==> config.mk <==
export PLATFORM = sky130hd
export DESIGN_NAME = lpstop_ctrl
export DESIGN_NICKNAME = d
export VERILOG_FILES = /design/src/rtl/lpstop_pkg.sv /design/src/rtl/lpstop_sync.sv /design/src/rtl/lpstop_depth_dec.sv /design/src/rtl/lpstop_wake_qual.sv /design/src/rtl/lpstop_ctrl.sv
export SDC_FILE = /design/constraint.sdc
export NUM_CORES = 1
export LEC_CHECK = 0
export ABC_AREA = 0
export CAP_MARGIN = 10
export CELL_PAD_IN_SITES_DETAIL_PLACEMENT = 0
export CELL_PAD_IN_SITES_GLOBAL_PLACEMENT = 1
export CORE_MARGIN = 3
export CORE_UTILIZATION = 40
export CTS_BUF_LIST = sky130_fd_sc_hd__clkbuf_4 sky130_fd_sc_hd__clkbuf_8
export DETAILED_ROUTE_END_ITERATION = 16
export DONT_BUFFER_PORTS = 1
export PLACE_DENSITY = 0.78
export RECOVER_POWER = 25
export SYNTH_ARGS = -nofsm -noshare
export SYNTH_HDL_FRONTEND = slang
export SYNTH_SLANG_ARGS = --single-unit
==> constraint.sdc <==
create_clock -name clk -period 2 [get_ports clk]
set_input_delay 0.2 -clock clk [delete_from_list [all_inputs] [get_ports clk]]
set_output_delay 0.2 -clock clk [all_outputs]
set_load 0.02 [all_outputs]
==> src/rtl/lpstop_pkg.sv <==
package lpstop_pkg;

    typedef enum logic [2:0] {
        S_RUN,
        S_GATE,
        S_STOP1,
        S_STOP2,
        S_STOP3,
        S_POR,
        S_RESUME,
        S_ILLOP
    } lp_state_e;

    typedef enum logic [1:0] {
        DEPTH_NONE = 2'd0,
        DEPTH_S1   = 2'd1,
        DEPTH_S2   = 2'd2,
        DEPTH_S3   = 2'd3
    } depth_e;

    localparam logic [1:0] PWR_ON   = 2'b00;
    localparam logic [1:0] PWR_STBY = 2'b01;
    localparam logic [1:0] PWR_OFF  = 2'b10;

    localparam logic [1:0] IO_RUN  = 2'b00;
    localparam logic [1:0] IO_HOLD = 2'b01;
    localparam logic [1:0] IO_RST  = 2'b10;

    localparam int WK_RST = 0;
    localparam int WK_IRQ = 1;
    localparam int WK_KBI = 2;
    localparam int WK_NUM = 3;

    typedef struct packed {
        logic [1:0] core;
        logic [1:0] ram;
        logic [1:0] osc;
        logic [1:0] cmp;
        logic [1:0] vreg;
        logic [1:0] io;
        logic       tmr;
        logic       clk;
    } dom_ctl_t;

endpackage

==> src/rtl/lpstop_sync.sv <==
module lpstop_sync #(
    parameter int              WIDTH   = 3,
    parameter int              STAGES  = 2,
    parameter logic [WIDTH-1:0] RST_VAL = '1
) (
    input  logic             clk,
    input  logic             rst_n,
    input  logic [WIDTH-1:0] d,
    output logic [WIDTH-1:0] q
);

    logic [WIDTH-1:0] stage_q [STAGES];

    // Each stage is its own flop bank; the first samples the raw pin.
    for (genvar s = 0; s < STAGES; s++) begin : g_stage
        if (s == 0) begin : g_first
            always_ff @(posedge clk or negedge rst_n) begin
                if (!rst_n) stage_q[0] <= RST_VAL;
                else        stage_q[0] <= d;
            end
        end else begin : g_next
            always_ff @(posedge clk or negedge rst_n) begin
                if (!rst_n) stage_q[s] <= RST_VAL;
                else        stage_q[s] <= stage_q[s-1];
            end
        end
    end

    assign q = stage_q[STAGES-1];

endmodule

==> src/rtl/lpstop_depth_dec.sv <==
module lpstop_depth_dec
    import lpstop_pkg::*;
(
    input  logic   pdc,
    input  logic   ppdc,
    input  logic   lvr_en,
    output depth_e depth
);

    // Deep depths need the low-voltage reset disabled; otherwise fall back to stop3.
    always_comb begin
        if (!pdc || lvr_en) depth = DEPTH_S3;
        else if (ppdc)      depth = DEPTH_S2;
        else                depth = DEPTH_S1;
    end

endmodule

==> src/rtl/lpstop_wake_qual.sv <==
module lpstop_wake_qual
    import lpstop_pkg::*;
(
    input  depth_e            depth,
    input  logic [WK_NUM-1:0] wk_lvl,
    input  logic [WK_NUM-1:0] wk_en,
    input  logic              irq_pol_high,
    input  logic              kbi_pol_high,
    input  logic              tmr_keep,
    input  logic              tmr_tick,
    output logic              wake_hard,
    output logic              wake_soft
);

    logic force_low;
    logic irq_act;
    logic kbi_act;
    logic tmr_act;

    assign force_low = (depth == DEPTH_S1);

    // The deepest depth ignores configured polarity: pins wake on a low level.
    always_comb begin
        if (force_low) begin
            irq_act = ~wk_lvl[WK_IRQ];
            kbi_act = ~wk_lvl[WK_KBI];
        end else begin
            irq_act = irq_pol_high ? wk_lvl[WK_IRQ] : ~wk_lvl[WK_IRQ];
            kbi_act = kbi_pol_high ? wk_lvl[WK_KBI] : ~wk_lvl[WK_KBI];
        end
    end

    assign tmr_act   = !force_low && tmr_keep && tmr_tick;
    assign wake_hard = wk_en[WK_RST] && !wk_lvl[WK_RST];
    assign wake_soft = (wk_en[WK_IRQ] && irq_act) || (wk_en[WK_KBI] && kbi_act) || tmr_act;

endmodule

==> src/rtl/lpstop_ctrl.sv <==
module lpstop_ctrl
    import lpstop_pkg::*;
#(
    parameter int SYNC_STAGES = 2
) (
    input  logic       clk,
    input  logic       rst_n,
    input  logic       stop_req,
    input  logic       stop_en,
    input  logic       sel_pdc,
    input  logic       sel_ppdc,
    input  logic       lvr_en,
    input  logic       tmr_keep,
    input  logic       tmr_tick,
    input  logic       wk_rst_raw,
    input  logic       wk_irq_raw,
    input  logic       wk_kbi_raw,
    input  logic       wk_rst_en,
    input  logic       wk_irq_en,
    input  logic       wk_kbi_en,
    input  logic       irq_pol_high,
    input  logic       kbi_pol_high,
    output logic [1:0] pwr_core,
    output logic [1:0] pwr_ram,
    output logic [1:0] pwr_osc,
    output logic [1:0] pwr_cmp,
    output logic [1:0] pwr_vreg,
    output logic [1:0] io_ctl,
    output logic       tmr_en,
    output logic       clk_en,
    output logic       illop_rst,
    output logic       por_rst,
    output logic       resume
);

    lp_state_e         state_q, state_d;
    depth_e            depth_q, depth_req;
    logic              keep_q;
    logic [WK_NUM-1:0] wk_lvl;
    logic              wake_hard, wake_soft;
    logic              accept;
    dom_ctl_t          ctl;

    lpstop_sync #(
        .WIDTH  (WK_NUM),
        .STAGES (SYNC_STAGES),
        .RST_VAL({WK_NUM{1'b1}})
    ) u_sync (
        .clk  (clk),
        .rst_n(rst_n),
        .d    ({wk_kbi_raw, wk_irq_raw, wk_rst_raw}),
        .q    (wk_lvl)
    );

    lpstop_depth_dec u_dec (
        .pdc   (sel_pdc),
        .ppdc  (sel_ppdc),
        .lvr_en(lvr_en),
        .depth (depth_req)
    );

    lpstop_wake_qual u_wake (
        .depth       (depth_q),
        .wk_lvl      (wk_lvl),
        .wk_en       ({wk_kbi_en, wk_irq_en, wk_rst_en}),
        .irq_pol_high(irq_pol_high),
        .kbi_pol_high(kbi_pol_high),
        .tmr_keep    (keep_q),
        .tmr_tick    (tmr_tick),
        .wake_hard   (wake_hard),
        .wake_soft   (wake_soft)
    );

    assign accept = (state_q == S_RUN) && stop_req && stop_en;

    // State register plus the selection latched at an accepted request.
    always_ff @(posedge clk or negedge rst_n) begin
        if (!rst_n) begin
            state_q <= S_RUN;
            depth_q <= DEPTH_NONE;
            keep_q  <= 1'b0;
        end else begin
            state_q <= state_d;
            if (accept) begin
                depth_q <= depth_req;
                keep_q  <= tmr_keep;
            end
        end
    end

    // Next-state logic.
    always_comb begin
        state_d = state_q;
        unique case (state_q)
            S_RUN: begin
                if (stop_req) state_d = stop_en ? S_GATE : S_ILLOP;
            end
            S_GATE: begin
                unique case (depth_q)
                    DEPTH_S1: state_d = S_STOP1;
                    DEPTH_S2: state_d = S_STOP2;
                    default:  state_d = S_STOP3;
                endcase
            end
            S_STOP1, S_STOP2: begin
                if (wake_hard || wake_soft) state_d = S_POR;
            end
            S_STOP3: begin
                if (wake_hard)      state_d = S_POR;
                else if (wake_soft) state_d = S_RESUME;
            end
            S_POR, S_RESUME, S_ILLOP: state_d = S_RUN;
            default: state_d = S_RUN;
        endcase
    end

    // Output decode: one domain map per state.
    always_comb begin
        ctl       = '{core: PWR_ON, ram: PWR_ON, osc: PWR_ON, cmp: PWR_ON,
                      vreg: PWR_ON, io: IO_RUN, tmr: 1'b1, clk: 1'b1};
        illop_rst = 1'b0;
        por_rst   = 1'b0;
        resume    = 1'b0;
        unique case (state_q)
            S_RUN: ;
            S_GATE: ctl.clk = 1'b0;
            S_STOP1: ctl = '{core: PWR_OFF, ram: PWR_OFF, osc: PWR_OFF, cmp: PWR_STBY,
                             vreg: PWR_STBY, io: IO_RST, tmr: 1'b0, clk: 1'b0};
            S_STOP2: ctl = '{core: PWR_OFF, ram: PWR_STBY, osc: PWR_OFF, cmp: PWR_STBY,
                             vreg: PWR_STBY, io: IO_HOLD, tmr: keep_q, clk: 1'b0};
            S_STOP3: ctl = '{core: PWR_STBY, ram: PWR_STBY, osc: PWR_OFF, cmp: PWR_STBY,
                             vreg: PWR_STBY, io: IO_HOLD, tmr: keep_q, clk: 1'b0};
            S_POR: begin
                ctl.clk = 1'b0;
                por_rst = 1'b1;
            end
            S_RESUME: resume    = 1'b1;
            S_ILLOP:  illop_rst = 1'b1;
            default: ;
        endcase
    end

    assign pwr_core = ctl.core;
    assign pwr_ram  = ctl.ram;
    assign pwr_osc  = ctl.osc;
    assign pwr_cmp  = ctl.cmp;
    assign pwr_vreg = ctl.vreg;
    assign io_ctl   = ctl.io;
    assign tmr_en   = ctl.tmr;
    assign clk_en   = ctl.clk;

endmodule

### Word level (Yosys, flattened, before mapping)

Index checks and enable logic that the tools add are counted.

* equal/unequal tests: 12
* mux-type cells: 18
* bitwise gates (word level): 2
* reductions and logical operators: 19

Operators with widths (number)
* 13-bit case mux with 3 select lines: 1
* 3-bit two-way mux: 5
* 3-bit case mux with 5 select lines: 1
* 3-bit equality test (second input constant): 4
* 1-bit two-way mux: 8
* 1-bit logical AND: 7
* 3-bit by 2-bit equality test with 1-bit output (second input constant): 2
* 3-bit case mux with 2 select lines: 1
* 5-bit OR reduction: 1
* 1-bit logical OR: 4
* 2-bit two-way mux: 2
* 2-bit != test (second input constant): 2
* 3-bit by 1-bit equality test with 1-bit output (second input constant): 1
* 1-bit logical NOT: 3
* 3-bit logical NOT: 1
* 3-bit != test (second input constant): 1
* 3-bit AND reduction: 1
* 3-bit OR reduction: 1
* 2-bit by 1-bit equality test with 1-bit output (second input constant): 1
* 2-bit equality test (second input constant): 1
* 1-bit inverter: 2
* 2-bit OR reduction: 1

* flip-flop bits (word level): 12
* bits of input ports: 17
* output and inout bits: 17
* logic and storage cells: 56

### Depth between registers and ports, before layout

* word-level depth: 9
* mapped depth: 7
* gate-level depth less buffers: 6

### By module

Synthesis repeated with hierarchy kept, for this count alone.

* cells, all modules: 79
* area, all modules: 740.7 um^2

By module, submodules not included
* lpstop_ctrl: times used 1, cells an instance 60, area an instance 489.2 um^2, sequential area each 150.1 um^2
* lpstop_sync: times used 1, cells an instance 9, area an instance 180.2 um^2, sequential area each 157.7 um^2
* lpstop_wake_qual: times used 1, cells an instance 8, area an instance 55.1 um^2, sequential area each 0.0 um^2
* lpstop_depth_dec: times used 1, cells an instance 2, area an instance 16.3 um^2, sequential area each 0.0 um^2

### Worst setup path before layout

OpenSTA, ideal clock, no wires.

* path type: register to register
* start: register state_q[2]
* end: register state_q[0]
* library setup time: 128 ps
* arrival time: 1679 ps
* data required time: 1872 ps
* setup slack: 193 ps
* cell stages (with the launch flop): 6
* buffers on the path: 0
* period minus slack after synthesis: 1807 ps
* cell sequence: dfrtp_1 > inv_2 > ha_1 > o211ai_4 > o31ai_4 > mux2_1

* longest elaborated chain between the ends: 4
* elaborated cells on any way between the ends: 15
* those cells by class: 10 x eq/ne; 1 x mux; 4 x reduce/logical

Ends and longest elaborated chain
* start: declaration: line lpstop_ctrl.sv:36 `lp_state_e state_q, state_d;`
* start signal: assignment: line lpstop_ctrl.sv:83 `state_q <= state_d;`
* 3-bit by 2-bit equality test with 1-bit output: line lpstop_ctrl.sv:94 `unique case (state_q)`
* 2-bit OR reduction: line lpstop_ctrl.sv:94
* 2-bit != test (no source line)
* 3-bit AND reduction (no source line)

Several ways; a longest one is shown, not always the timed one.
A chain may end at the register's enable or synchronous reset.

### Final worst setup path

* start: register state_q[0]
* end: register state_q[0]

The elaborated chain is that of the path after synthesis.

==> metrics.md <==
| Metric | Value |
|---|---|
| Worst EP arrival | `1900 ps` |
| DRT iter0 DRCs | `6` |
| RSZ-0062 raised after global routing | `false` |
| Via density | `5.009` |
| Initial antenna violation count | `0` |
| Core Box Area | `1783 sq um` |
| WS Path Type | `flop to flop` |
| Final Hold Viols | `0` |
| Worst VDD drop | `0.0006932 V` |
| Routability-driven placement congestion ratio | `0.7720` |
| Via count | `561` |
| Mapped cell area | `779.5 sq um` |
| Number of diodes | `0` |
| Setup_tns | `0 ps` |
| Clock transition at the registers of the reported paths | `80 ps` |
| Yosys Warn Count | `0` |
| Largest net degree at the start of global routing | `13` |
| Slew Limit Fails | `0` |
| Synth unique cells | `33` |
| Post-route core utilization | `48.70%` |
| Pwr/cell area | `1672 nW/um^2` |
| Clock Latency Late Sink | `270 ps` |
| P&R area growth vs syn | `11.40%` |
| Drt pass-1 iters | `4` |
| IO Pins | `34` |
| MaxCap Viol Count | `0` |
| Wire per inst | `12.38 microns` |
| Port-buffer cells | `0` |
| Initial core utilization | `43.72%` |
| CTS Root Cell | `clkbuf_4` |
| NetSw | `0.7144 mW` |
| Syn Inst Count | `80` |
| Post-CTS resize count | `0` |
| Final Critical Period | `1746 ps` |
| Fraction of layout cells with a size suffix above 1 | `25.29%` |
| Die Y | `50.15 microns` |
| GRT met3 Usage | `5.935%` |
| Post-DRT Antenna Nets | `0` |
| Die W | `50.15 microns` |
| Final std cells w/o fill | `112` |
| Period utilization | `87.28%` |
| Synth Register Bits | `12` |
| Placed Cells incl. Taps | `104` |
| Syn_area_per_cell | `9.744 sq um` |
| Core Rows | `15` |
| GR peak layer | `met2` |
| Grt ovf | `0` |
| Global routing usage on met2 | `20.87%` |
| Hold_buf cts | `4` |
| Cts bufs inserted | `3` |
| Post-synthesis sequential area ratio | `39.49%` |
| First-pass GRT wire length | `2346 microns` |
| Max transition margin | `63.15%` |
| Leakage power | `0.3791 nW` |
| Setup bufs post-CTS | `0` |
| Startpoint types | `flop` |
| Pint | `0.7378 mW` |
| # clock sinks | `12` |
| Hold crit path type | `input port to flop` |
| Die area | `2515 sq um` |
| Max Clk Rate | `0.5729 GHz` |
| Clock Path Buffers | `2` |
| Seq pwr share | `28.5%` |
| Fill count | `174` |
| Commonest non-fill, non-tap cells in the layout | `nand2b_1, inv_1, o21ai_0` |
| CTS tree | `done` |
| Final net count | `108` |
| DRT Wirelength | `1386 microns` |
| Final setup fails | `0` |
| Sw Share | `49.20%` |
| Status | `finished, final reports clean` |
| Reg area | `307.8 sq um` |
| DRC | `0` |
| Total power | `1.452 mW` |
| GRT met1 Usage | `14.96%` |
| Fin Hold WS | `56.54 ps` |
| Crit. End Element | `flop` |
| CP required | `2160 ps` |
| Hpwl dp | `1174 microns` |
| H-tree depth | `1` |
| Final clock skew | `7.477 ps` |
| Global-route usage over all layers | `12.69%` |
| Worst-path fanout max | `10` |
| Comb power frac | `58.7%` |
| Worst-margin pin slew | `551.4 ps` |
| Vias in the first global route | `544` |
| Multi-input gate area | `380.4 sq um` |
| Clock power share | `12.9%` |
-- final timing paths --
check / from / to / slack (ps) / cells past startpoint
worst max-delay path: state_q[0] / state_q[0] / 250 / 6
worst min-delay path: tmr_keep / keep_q / 60 / 2
worst max register to register: state_q[0] / state_q[0] / 250 / 6
worst min register to register: u_sync.stage_q[5] / u_sync.q[2] / 350 / 0
max in group asynchronous: rst_n / u_sync.q[0] / 1290 / 1
min in group asynchronous: rst_n / state_q[1] / 340 / 1
-- logic make-up (layout without fill, tap and decap cells) --
kind of cell	Yosys count	after routing	synth area share, %
buf+inv	17	22	12.68
mux	4	4	5.297
simple gates	25	25	18.78
flops	12	12	39.49
compound gates	18	18	18.46
other cells	1	3	0.4811
fa+ha+maj	3	3	4.816
-- worst max-delay path, stage by stage, from the launching register on --
cell      delay [ps]
dfrtp_1          500
nor2_4           160
nand2_2           90
clkinv_2         140
o211ai_4          90
o31ai_4          310
mux2_1           340
-- metal layers --
metal | routed length, microns | part of all wire [%] | up-vias
met5 | 0 | 0 | -
met4 | 6 | 0.43 | 0
met3 | 121 | 8.7 | 2
met2 | 676 | 49 | 20
met1 | 581 | 42 | 260
li1 | - | - | 279
-- flip-flops by register name (all words and copies together) (netlist names) --
name            flops
depth_q             2
u_sync.q            3
u_sync.stage_q      3
state_q             3
keep_q              1
-- stage by stage --
| step | setup slack, ps | area, sq um |
|---|---|---|
| 6_report | 254.4 | 868.3 |
| 2_1_floorplan | 193.3 | 787.0 |
| 3_3_place_gp | 293.5 | 792.0 |
| 3_5_place_dp | 253.3 | 792.0 |
| 4_1_cts | 242.8 | 868.3 |
| 5_1_grt | 152.7 | 868.3 |
-- power by group through the flow --
stage	combinational, mW	clock, mW	sequential (mW)
after global routing	0.942	0.209	0.427
after detailed placement	0.849	0	0.418
final	0.852	0.187	0.413
after global placement	0.849	0	0.413
after CTS	0.863	0.195	0.413
after floorplan	0.811	0	0.374
-- cell usage after synthesis --
| master | n | area [sq um] |
|---|---|---|
| dfstp_2 | 6 | 157.7 |
| buf_4 | 7 | 52.55 |
| nand2_2 | 1 | 6.260 |
| nand2b_1 | 7 | 43.79 |
| o31ai_4 | 1 | 21.27 |
| o211ai_4 | 1 | 21.27 |
| nor3_1 | 3 | 15.01 |
| a2bb2oi_1 | 1 | 8.760 |
| nor2_4 | 1 | 11.26 |
| clkinv_2 | 1 | 5.000 |
| a221oi_1 | 1 | 8.760 |
| and4_1 | 1 | 8.760 |
| o211ai_1 | 1 | 7.510 |
| nor2b_1 | 2 | 12.51 |
| o21a_1 | 1 | 7.510 |
| buf_6 | 1 | 11.26 |
| o21ai_0 | 7 | 35.03 |
| a21oi_1 | 1 | 5.000 |
| inv_2 | 1 | 3.750 |
| nand3b_1 | 1 | 7.510 |
| conb_1 | 1 | 3.750 |
| nor2_1 | 4 | 15.01 |
| mux2i_1 | 3 | 30.03 |
| inv_1 | 7 | 26.28 |
| mux2_1 | 1 | 11.26 |
| ha_1 | 3 | 37.54 |
| nand2_1 | 4 | 15.01 |
| or4_4 | 1 | 11.26 |
| dfrtp_1 | 6 | 150.1 |
| o22ai_1 | 1 | 6.260 |
| o311ai_0 | 1 | 8.760 |
| a22o_1 | 1 | 8.760 |
| o21ai_1 | 1 | 5.000 |
-- layout make-up --
| type | count | share of cell area, % |
|---|---|---|
| timing repair buffer | 9 | 8.934 |
| clock buffer | 4 | 4.179 |
| tap | 25 | 3.602 |
| sequential | 12 | 35.45 |
| inverter | 9 | 4.035 |
| multi-input combinational | 53 | 43.80 |
(Power assumes the default switching activity.)
